<file path="src/rtl/serial_cfg_loader.sv">
module serial_cfg_loader #(
  parameter int DIV        = 4,
  parameter int GAP_CYCLES = 125000
) (
  input  logic       clk,
  input  logic       rst,
  input  logic       start,
  input  logic [1:0] lna_mode,
  output logic       sclk,
  output logic       csn,
  output logic       sdata,
  output logic       busy,
  output logic       done
);
  localparam int CMAX = (GAP_CYCLES > DIV) ? GAP_CYCLES : DIV;
  localparam int CW   = (CMAX > 1) ? $clog2(CMAX) : 1;
  localparam logic [CW-1:0] DIV_LAST = CW'(DIV - 1);
  localparam logic [CW-1:0] GAP_LAST = CW'(GAP_CYCLES - 1);
  localparam logic [3:0] LAST_REG = 4'd9;

  typedef enum logic [2:0] {
    S_IDLE, S_LO, S_HI, S_LAT_LO, S_LAT_HI, S_LAT_END, S_GAP
  } st_t;

  st_t st;
  logic [CW-1:0] cnt;
  logic [4:0]    bitn;
  logic [3:0]    idx;
  logic [31:0]   sh;

  function automatic logic [31:0] frame_of(input logic [3:0] i, input logic [1:0] m);
    logic [27:0] w;
    case (i)
      4'd0: w = 28'hA2919A3;
      4'd1: w = 28'h055028C;
      4'd2: w = 28'hEAFE1DC;
      4'd3: w = 28'h9EC0008;
      4'd4: w = 28'h0C00080;
      4'd5: w = 28'h8000070;
      4'd6: w = 28'h8000000;
      4'd7: w = 28'h10061B2;
      4'd8: w = 28'h1E0F401;
      4'd9: w = 28'h28C0402;
      default: w = 28'h0;
    endcase
    if (i == 4'd0) w[14:13] = m;
    return {w, i};
  endfunction

  wire [CW-1:0] lim  = (st == S_GAP) ? GAP_LAST : DIV_LAST;
  wire          tick = (cnt == lim);

  assign sclk  = (st == S_HI) || (st == S_LAT_HI);
  assign csn   = !((st == S_LO) || (st == S_HI) || (st == S_LAT_END));
  assign sdata = ((st == S_LO) || (st == S_HI)) ? sh[31] : 1'b0;
  assign busy  = (st != S_IDLE);

  always_ff @(posedge clk) begin
    if (rst) begin
      st   <= S_IDLE;
      cnt  <= '0;
      bitn <= '0;
      idx  <= '0;
      sh   <= '0;
      done <= 1'b0;
    end else begin
      done <= 1'b0;
      if (st != S_IDLE) cnt <= tick ? '0 : cnt + 1'b1;
      case (st)
        S_IDLE: if (start) begin
          sh   <= frame_of(4'd0, lna_mode);
          idx  <= 4'd0;
          bitn <= '0;
          cnt  <= '0;
          st   <= S_LO;
        end
        S_LO: if (tick) st <= S_HI;
        S_HI: if (tick) begin
          sh   <= {sh[30:0], 1'b0};
          bitn <= bitn + 1'b1;
          st   <= (bitn == 5'd31) ? S_LAT_LO : S_LO;
        end
        S_LAT_LO:  if (tick) st <= S_LAT_HI;
        S_LAT_HI:  if (tick) st <= S_LAT_END;
        S_LAT_END: if (tick) st <= S_GAP;
        S_GAP: if (tick) begin
          if (idx == LAST_REG) begin
            st   <= S_IDLE;
            done <= 1'b1;
          end else begin
            idx  <= idx + 1'b1;
            sh   <= frame_of(idx + 1'b1, 2'b00);
            bitn <= '0;
            st   <= S_LO;
          end
        end
        default: st <= S_IDLE;
      endcase
    end
  end
endmodule


</file>
<file path="config.mk">
export PLATFORM = sky130hd
export DESIGN_NAME = serial_cfg_loader
export DESIGN_NICKNAME = d
export VERILOG_FILES = /design/src/rtl/serial_cfg_loader.sv
export SDC_FILE = /design/constraint.sdc
export NUM_CORES = 1
export LEC_CHECK = 0
export ABC_AREA = 1
export CAP_MARGIN = 10
export CORE_MARGIN = 2
export CORE_UTILIZATION = 45
export DETAILED_ROUTE_END_ITERATION = 8
export DONT_BUFFER_PORTS = 1
export GPL_ROUTABILITY_DRIVEN = 0
export PLACE_DENSITY = 0.61
export SETUP_SLACK_MARGIN = 0.15
export SYNTH_ARGS = -nofsm -noshare
export SYNTH_HDL_FRONTEND = slang
export SYNTH_SLANG_ARGS = --single-unit
</file>
<file path="constraint.sdc">
create_clock -name clk -period 1.9 [get_ports clk]
set_clock_uncertainty 0.05 [all_clocks]
set_input_delay 0.19 -clock clk [delete_from_list [all_inputs] [get_ports clk]]
set_output_delay 0.19 -clock clk [all_outputs]
set_load 0.1 [all_outputs]
</file>
* Word level (Yosys, flattened, before mapping)
Memory sizes are Yosys's and may differ from the RTL's. Cells that the tools add are included.
Storage, ports and cells: register bits after elaboration 62, memory bits (read-only) 448, input bits 5, output and inout bits 5, logic and storage cells 74, memories 1
Memory list:
- (name not given) | words 16, bits a word 28, rd ports 1, clocked after Yosys merged registers in 0, write ports 0, line 33 | case (i)
Cells by class: $add $sub $neg 3, equality and inequality tests 17, muxes and demuxes 32, bitwise logic cells 2, reduce and logical (&&, ||, !) cells 13
Operator list (number):
- 2-to-1 mux 32 bit | 4
- case mux 32 bit (3 select lines) | 1
- 2-to-1 mux 17 bit | 5
- 2-to-1 mux 3 bit | 7
- case mux 3 bit (7 select lines) | 1
- 2-to-1 mux 5 bit | 4
- adder 17 x 1 -> 17 bit, second input constant | 1
- == test 17 bit | 1
- inequality test 2 bit, second input constant | 8
- case mux 5 bit (3 select lines) | 1
- 2-to-1 mux 4 bit | 3
- == test 3 bit, second input constant | 3
- case mux 4 bit (2 select lines) | 1
- AND reduction 7 bit | 1
- == test 3 x 2 -> 1 bit, second input constant | 2
- nonzero test 3 bit | 2
- adder 5 x 1 -> 5 bit, second input constant | 1
- == test 5 bit, second input constant | 1
- AND reduction 5 bit | 1
- adder 4 x 1 -> 4 bit, second input constant | 1
- == test 4 bit, second input constant | 1
- logical NOT 4 bit | 1
- 2-to-1 mux 2 bit | 2
- AND reduction 4 bit | 1
- other kinds (8) | 13

* Longest topological paths before layout
Gate-level depths: netlist of run 1.
word-level depth 7, mapped depth 12

* Worst setup path before layout of run 1
No wires, ideal clock.
path kind reg-to-output, start point register st[0], end point output port sdata, data arrival time 2.575 ns, required time 1.660 ns, setup slack -0.915 ns, stages on the path, launching flop included 7, path buffers 1, cell sequence dfxtp_1 > inv_2 > nand2_1 > nor2_2 > inv_1 > clkbuf_1 > a21oi_1
Between the ends: word-level cells in the longest chain between the ends 3
Ends and longest elaborated chain:
- start: declaration | line 25 | st_t st;
- start signal: assignment | line 81 | st <= (bitn == 5'd31) ? S_LAT_LO : S_LO;
- == test 3 x 1 -> 1 bit or == test 3 x 2 -> 1 bit (tied branches) | line 55 | assign sdata = ((st == S_LO) || (st == S_HI)) ? sh[31] : 1'b0;
- logical OR 1 bit (*) | line 55
- 2-to-1 mux 1 bit (*) | line 55
- end: declaration | line 11 | output logic sdata,
Mark *: on every way between the ends. The rest lies on a longest branch, timed or not.

* Worst setup path after layout of run 1
start point register st[1], end point register sh[24]
Between the ends: word-level cells in the longest chain between the ends 5
Ends and longest elaborated chain:
- == test 3 bit | line 50, 69
- 2-to-1 mux 17 bit | line 50 | wire [CW-1:0] lim = (st == S_GAP) ? GAP_LAST : DIV_LAST;
- == test 17 bit | line 51 | wire tick = (cnt == lim);
- inequality test 2 bit (no source line)
- AND reduction 5 bit (no source line)
- end signal: assignment | line 71 | sh <= frame_of(4'd0, lna_mode);
- end signal: assignment | line 79 | sh <= {sh[30:0], 1'b0};
- end signal: assignment | line 92 | sh <= frame_of(idx + 1'b1, 2'b00);
- end: declaration | line 29 | logic [31:0] sh;
Several ways; a longest one is shown, not always the timed one. A chain may end at the register's enable or synchronous reset.

==> results of run 1 <==
-- stage by stage --
step	worst slack, ps	utilization, %	instances	hold WS, ps
after floorplan	69.34	-	651	218.5
after global routing	-47.26	58.56	799	52.36
final	42.16	58.56	799	52.56
after detailed placement	13.93	49.69	755	206.7
after CTS	122.9	55.49	787	50.17
after global placement	51.01	49.69	755	206.6
-- repair_timing --
item                                    4_1_cts  5_1_grt
hold endpoints to repair                     23        0
cloned                                        3        5
endpoints found under the setup margin       57       58
gates resized for setup                      32       32
hold buffers                                  2        0
pin swaps                                     7        5
buffers inserted                             11        7
-- logic make-up after synthesis --
logic type,count (synthesis),synth area share [%]
and+or+nand+nor,351,38.36
xor gates and xnor gates,5,1.110
adders and majority gates,12,3.807
buffers and inverters,139,13.74
AOI/OAI and AO/OA,82,11.52
DFF,62,31.47
-- power groups by stage --
stage	registers (mW)	logic (mW)	clock network (mW)
6_report	1.79	3.70	1.22
5_1_grt	1.82	4.08	1.30
4_1_cts	1.77	3.37	1.23
3_5_place_dp	1.78	2.83	0
3_3_place_gp	1.78	2.80	0
2_1_floorplan	1.73	2.12	0
-- cell type report --
cell class              count  area, um2
clock buffers              12      155.1
multi-input cells         450       2342
fillers                   784       3561
well taps                 108      135.1
repair inverters            1      7.507
repair buffers             56      674.4
clock inverters             4      45.04
flip-flops and latches     62       1260
inverters                 106      412.9
-- registers in the layout (all words and copies together) (netlist names) --
name  cells
bitn      5
cnt      17
done      1
idx       4
sh       32
st        3
-- cells in the final DEF, fill, tap and decap left out, types with 3 or more instances in the layout --
cell,synthesis,layout
nand2_1,170,161
inv_1,103,99
nor2_1,91,84
dfxtp_1,62,51
nand4_1,42,42
a21oi_1,41,38
buf_4,2,35
nand3_1,30,27
o21ai_0,23,21
clkbuf_8,0,11
dfxtp_2,0,9
ha_1,12,8
nand2_2,1,7
o211ai_1,7,7
buf_12,0,7
nor3_1,7,6
nor2_2,1,5
clkinvlp_4,0,4
nor2_4,1,4
xor2_1,4,4
clkinv_2,0,4
clkbuf_16,0,4
nand2_4,0,3
nand3_4,0,3
nand3_2,3,3
or2_2,4,3
buf_6,0,3
-- worst paths after layout --
| path | end | slack [ps] | cells after the start |
|---|---|---|---|
| hold reg to reg | cnt[1] | 450 | 2 |
| setup / recovery | sh[24] | 40 | 10 |
| hold / removal | cnt[9] | 50 | 2 |
| setup reg to reg | sh[24] | 40 | 10 |
-- worst max-delay path: stages, from the launching register on --
cell and delay, ps:
dfxtp_4 390, nand2_2 80, nor2_4 120, buf_4 140, buf_12 150, nand3_1 260, nor2_1 250, a21oi_1 60
nand4_1 90, nand2_1 80, nor2_1 120
-- metal layers --
metal,vias up,GRT usage (%),part of all wire (%)
met5,-,0,0
met4,0,11.65,3.6
met3,32,4.964,4.6
met2,132,40.00,48
met1,1917,30.42,44
li1,2145,-,-
==> run_summary.xml, run 1 <==
<?xml version="1.0" encoding="UTF-8"?>
<metrics>
  <group name="routing">
    <metric name="routed-via-count" unit="">4226</metric>
    <metric name="avgRoutedWirePerCell" unit="um">14.84</metric>
    <metric name="via_per_inst" unit="">5.289</metric>
    <metric name="drt_iter0_markers" unit="">231</metric>
    <metric name="route.detailed.drc" unit="">0</metric>
    <metric name="totalWireLength" unit="um">11850</metric>
    <metric name="drt_pre_antenna_iters" unit="">5</metric>
    <metric name="ant_nets" unit="">0</metric>
  </group>
  <group name="setup_path">
    <metric name="critPathKind" unit="">reg2reg</metric>
    <metric name="start_kind" unit="">register</metric>
    <metric name="worst-endpoint-arrival" unit="ps">2090</metric>
    <metric name="critPathLaunch" unit="">st[1]</metric>
    <metric name="worst_ep_required_time" unit="ps">2130</metric>
    <metric name="worstSetupEndpointType" unit="">register</metric>
    <metric name="critPathMaxFanout" unit="">16</metric>
    <metric name="launching_point_of_the_worst_reg2reg_path" unit="">st[1]</metric>
  </group>
  <group name="power_and_ir_drop">
    <metric name="seq_power_share" unit="%">26.7</metric>
    <metric name="net-switching-power" unit="mW">2.899</metric>
    <metric name="clock_power_share" unit="%">18.2</metric>
    <metric name="netSwitchingFraction" unit="%">43.24</metric>
    <metric name="power" unit="mW">6.704</metric>
    <metric name="power.density" unit="nW/um2">1332</metric>
    <metric name="max-vdd-ir-drop" unit="V">0.0004804</metric>
    <metric name="intPower" unit="mW">3.806</metric>
    <metric name="leakagePower" unit="nW">2.313</metric>
    <metric name="power.combinational.fraction" unit="%">55.1</metric>
  </group>
  <group name="floorplan">
    <metric name="fp.dieArea" unit="um2">9529</metric>
    <metric name="chipHeight" unit="um">97.62</metric>
    <metric name="chipWidth" unit="um">97.62</metric>
    <metric name="coreArea" unit="um2">8593</metric>
    <metric name="floorplan.io_pins" unit="">10</metric>
    <metric name="initial_utilization" unit="%">45.89</metric>
    <metric name="std_cell_rows" unit="">34</metric>
  </group>
  <group name="logic_synthesis">
    <metric name="netlist_top_cells_count" unit="">170 x nand2_1, 103 x inv_1, 91 x nor2_1, 62 x dfxtp_1, 42 x nand4_1</metric>
    <metric name="yosys.area.top_type" unit="">dfxtp_1</metric>
    <metric name="synth.cell_area" unit="um2">3944</metric>
    <metric name="post_synth_main_area_contributors" unit="">dfxtp_1 31%, nand2_1 16%, inv_1 9.8%</metric>
    <metric name="synth_edf_count" unit="">0</metric>
    <metric name="synth_fp_nets" unit="">668</metric>
    <metric name="synthesis.yosys.warnings" unit="">0</metric>
    <metric name="seq_area_frac_synth" unit="%">31.47</metric>
    <metric name="ys_seq_elements" unit="">62</metric>
    <metric name="asyncSetResetFlopFracSynth" unit="%">0</metric>
    <metric name="postSynth.topFlopCell" unit="">dfxtp_1</metric>
    <metric name="syn_avg_cell_area" unit="um2">6.058</metric>
    <metric name="yosys.cell_count.top_type" unit="">nand2_1</metric>
    <metric name="netlist.area_leader.share" unit="%">31.47</metric>
    <metric name="post_synth_inst_count" unit="">651</metric>
    <metric name="synthDistinctLibCells" unit="">34</metric>
  </group>
  <group name="layout">
    <metric name="nets" unit="">703</metric>
    <metric name="layout-drive-gt1-share" unit="%">18.52</metric>
    <metric name="antenna_cells" unit="">0</metric>
    <metric name="final_cell_area" unit="um2">5032</metric>
    <metric name="area.growth.synth_to_final" unit="%">27.60</metric>
  </group>
  <group name="global_route">
    <metric name="grt_antenna_before_repair" unit="">0</metric>
    <metric name="grt_usage" unit="%">24.33</metric>
    <metric name="via_count_of_the_first_global_routing_pass" unit="">3958</metric>
    <metric name="global_route.overflow_total" unit="">0</metric>
    <metric name="grt_pass1_wl" unit="um">19060</metric>
    <metric name="grt_start_max_net_pins" unit="">40</metric>
  </group>
  <group name="cts">
    <metric name="cts_sinks" unit="">62</metric>
    <metric name="clock_path_buffers" unit="">2</metric>
    <metric name="tritoncts" unit="">yes</metric>
    <metric name="htreeDepth" unit="">3</metric>
    <metric name="insertion_delay" unit="ps">350</metric>
    <metric name="cts-root-buf" unit="">clkbuf_8</metric>
    <metric name="clk_pin_slew" unit="ps">80</metric>
    <metric name="tritoncts.num_buffers" unit="">9</metric>
  </group>
  <group name="timing">
    <metric name="final.setup.tns" unit="ps">0</metric>
    <metric name="final_slew_viol_count" unit="">0</metric>
    <metric name="grt_setup_unrepaired" unit="">yes</metric>
    <metric name="worst_pin_slew" unit="ps">894.9</metric>
    <metric name="slew_headroom" unit="%">40.14</metric>
    <metric name="finalWorstPathRequiredPeriod" unit="ps">1858</metric>
    <metric name="timing.fmax" unit="GHz">0.5383</metric>
    <metric name="finalHoldViolations" unit="">0</metric>
    <metric name="finalCritPeriodShare" unit="%">97.78</metric>
    <metric name="setup_violations" unit="">0</metric>
  </group>
  <group name="worst_hold_path">
    <metric name="min-delay-start" unit="">start</metric>
    <metric name="worst_hold_path_type" unit="">in2reg</metric>
  </group>
  <group name="placement">
    <metric name="placed_area" unit="um2">4270</metric>
    <metric name="dp.final_hpwl" unit="um">7138</metric>
    <metric name="place.port_buffers" unit="">0</metric>
  </group>
  <group name="run">
    <metric name="max_cap_violations" unit="">0</metric>
  </group>
  <group name="status">
    <metric name="run_status" unit="">finished clean</metric>
  </group>
</metrics>
Note: power is estimated with default switching activity, not from simulation.
==> run 2, diff against run 1 <==
Settings changed: CORE_MARGIN 2 to unset, PLACE_DENSITY 0.61 to 0.59, REMOVE_ABC_BUFFERS set to 1.
Clock period 1.9 ns to 2.4 ns, I/O delays scaled along.
==> run_summary.xml, run 2 (synthesized netlist as in run 1, its figures left out) <==
<?xml version="1.0" encoding="UTF-8"?>
<metrics>
  <group name="power_and_ir_drop">
    <metric name="power.combinational.fraction" unit="%">45.6</metric>
    <metric name="power.density" unit="nW/um2">1078</metric>
    <metric name="leakagePower" unit="nW">2.047</metric>
    <metric name="seq_power_share" unit="%">29.2</metric>
    <metric name="intPower" unit="mW">2.704</metric>
    <metric name="net-switching-power" unit="mW">2.060</metric>
    <metric name="clock_power_share" unit="%">25.2</metric>
    <metric name="power" unit="mW">4.764</metric>
    <metric name="netSwitchingFraction" unit="%">43.24</metric>
    <metric name="max-vdd-ir-drop" unit="V">0.0004077</metric>
  </group>
  <group name="cts">
    <metric name="tritoncts.num_buffers" unit="">9</metric>
    <metric name="tritoncts" unit="">yes</metric>
    <metric name="clk_pin_slew" unit="ps">80</metric>
    <metric name="cts_sinks" unit="">62</metric>
    <metric name="htreeDepth" unit="">3</metric>
    <metric name="insertion_delay" unit="ps">350</metric>
    <metric name="clock_path_buffers" unit="">2</metric>
    <metric name="cts-root-buf" unit="">clkbuf_8</metric>
  </group>
  <group name="layout">
    <metric name="final_core_util" unit="%">53.00</metric>
    <metric name="layout-drive-gt1-share" unit="%">8.397</metric>
    <metric name="largestRegisters" unit="">sh (32), cnt (17), bitn (5)</metric>
    <metric name="area.growth.synth_to_final" unit="%">12.09</metric>
    <metric name="most-common-layout-cells" unit="">169 x nand2_1, 102 x inv_1, 91 x nor2_1</metric>
    <metric name="largest-register" unit="">sh</metric>
    <metric name="largest_register_ffs" unit="">32</metric>
    <metric name="final_cell_area" unit="um2">4420</metric>
    <metric name="mostFrequentLayoutCell" unit="">nand2_1</metric>
    <metric name="nets" unit="">667</metric>
    <metric name="antenna_cells" unit="">0</metric>
  </group>
  <group name="worst_hold_path">
    <metric name="min-delay-start" unit="">lna_mode[0]</metric>
    <metric name="hold_path_depth" unit="">6</metric>
    <metric name="worst_hold_path_type" unit="">in2reg</metric>
  </group>
  <group name="setup_path">
    <metric name="timing.critical_path.cells" unit="">nand2_2, nor2_4, clkinvlp_4, a21oi_2, buf_12</metric>
    <metric name="worst-endpoint-arrival" unit="ps">1790</metric>
    <metric name="worstSetupEndpointType" unit="">output pin</metric>
    <metric name="max_stage_delay" unit="ps">500</metric>
    <metric name="reg2regPathDepth" unit="">7</metric>
    <metric name="critPathCapture" unit="">sdata</metric>
    <metric name="critPathMaxFanout" unit="">8</metric>
    <metric name="critPathLaunch" unit="">st[1]</metric>
    <metric name="cp.buffers_inverters" unit="">2</metric>
    <metric name="cpLargestDelayFamily" unit="">flip-flops</metric>
    <metric name="r2r_end" unit="">cnt[3]</metric>
    <metric name="start_kind" unit="">register</metric>
    <metric name="launching_point_of_the_worst_reg2reg_path" unit="">st[2]</metric>
    <metric name="crit_cells" unit="">5</metric>
    <metric name="worst_ep_required_time" unit="ps">2110</metric>
    <metric name="ff2ff_setup_slack" unit="ps">370</metric>
    <metric name="cpMaxStageDelayCell" unit="">dfxtp_1</metric>
    <metric name="critPathKind" unit="">reg2out</metric>
  </group>
  <group name="global_route">
    <metric name="global_route.overflow_total" unit="">0</metric>
    <metric name="via_count_of_the_first_global_routing_pass" unit="">3541</metric>
    <metric name="grt_pass1_wl" unit="um">17550</metric>
    <metric name="grt_start_max_net_pins" unit="">45</metric>
    <metric name="grt_antenna_before_repair" unit="">0</metric>
    <metric name="grt_usage" unit="%">24.77</metric>
  </group>
  <group name="routing">
    <metric name="totalWireLength" unit="um">10480</metric>
    <metric name="drt_pre_antenna_iters" unit="">5</metric>
    <metric name="drt_iter0_markers" unit="">170</metric>
    <metric name="via_per_inst" unit="">5.203</metric>
    <metric name="route.detailed.drc" unit="">0</metric>
    <metric name="ant_nets" unit="">0</metric>
    <metric name="avgRoutedWirePerCell" unit="um">13.78</metric>
    <metric name="routed-via-count" unit="">3954</metric>
  </group>
  <group name="run">
    <metric name="max_cap_violations" unit="">0</metric>
  </group>
  <group name="timing">
    <metric name="finalWorstPathRequiredPeriod" unit="ps">2083</metric>
    <metric name="worst_pin_slew" unit="ps">854.8</metric>
    <metric name="finalHoldViolations" unit="">0</metric>
    <metric name="setup_violations" unit="">0</metric>
    <metric name="fin_hold_ws" unit="ps">243.4</metric>
    <metric name="finalCritPeriodShare" unit="%">86.80</metric>
    <metric name="final_slew_viol_count" unit="">0</metric>
    <metric name="final_critical_path_setup_slack" unit="ps">316.7</metric>
    <metric name="grt_setup_unrepaired" unit="">no</metric>
    <metric name="slew_headroom" unit="%">42.82</metric>
    <metric name="timing.fmax" unit="GHz">0.4800</metric>
  </group>
  <group name="floorplan">
    <metric name="initial_utilization" unit="%">47.28</metric>
    <metric name="std_cell_rows" unit="">33</metric>
    <metric name="fp.dieArea" unit="um2">9142</metric>
    <metric name="coreArea" unit="um2">8341</metric>
    <metric name="chipHeight" unit="um">95.62</metric>
    <metric name="chipWidth" unit="um">95.62</metric>
    <metric name="floorplan.io_pins" unit="">10</metric>
  </group>
  <group name="placement">
    <metric name="dp.final_hpwl" unit="um">7185</metric>
    <metric name="place.port_buffers" unit="">0</metric>
    <metric name="placement.setup.worst_slack" unit="ps">171.4</metric>
    <metric name="placed_area" unit="um2">4104</metric>
  </group>
  <group name="status">
    <metric name="run_status" unit="">finished clean</metric>
  </group>
</metrics>
run 2: routing by layer:
metal,wire [um],GRT usage [%],vias to the layer above
li1,-,-,2058
met1,5162,32.53,1809
met2,4804,40.83,72
met3,323,3.509,15
met4,186,9.577,0
met5,0,0,-
run 2: worst min path at each step:
stage | end | slack [ps]
floorplan | cnt[10] | 260
global placement | cnt[5] | 260
detailed placement | cnt[5] | 260
CTS | sh[18] | 220
global route | sh[17] | 290
finish | sh[17] | 240
run 2: power by group through the flow:
stage / clock network, mW / registers (mW) / logic [mW]
final: 1.20 / 1.39 / 2.17
after global routing: 1.26 / 1.42 / 2.44
after CTS: 1.22 / 1.39 / 2.16
after detailed placement: 0 / 1.41 / 2.11
after global placement: 0 / 1.41 / 2.08
after floorplan: 0 / 1.38 / 1.53
run 2: final cells by class:
type | count | area [um2]
Timing Repair Buffer | 21 | 207.7
Clock inverter | 5 | 105.1
Multi-Input combinational cell | 450 | 2181
Clock buffer | 11 | 151.4
Inverter | 106 | 401.6
Tap cell | 105 | 131.4
Sequential cell | 62 | 1242
Fill cell | 852 | 3920
run 2: worst min-delay path, delay by kind of cell:
family / cells / cell delay (ps)
compound gates: 1 / 70
simple gates: 5 / 290
run 2: stage by stage:
stage	setup TNS [ps]	cells
global route	0	760
detailed placement	0	740
CTS	0	760
floorplan	-57130	618
global placement	0	740
finish	0	760
run 2: what timing repair did:
action | CTS | global route
hold endpoints to repair | 21 | 0
hold buffers | 2 | 0
setup endpoints to repair | 3 | 37
gates resized for setup | 2 | 7
setup buffers | 2 | 0
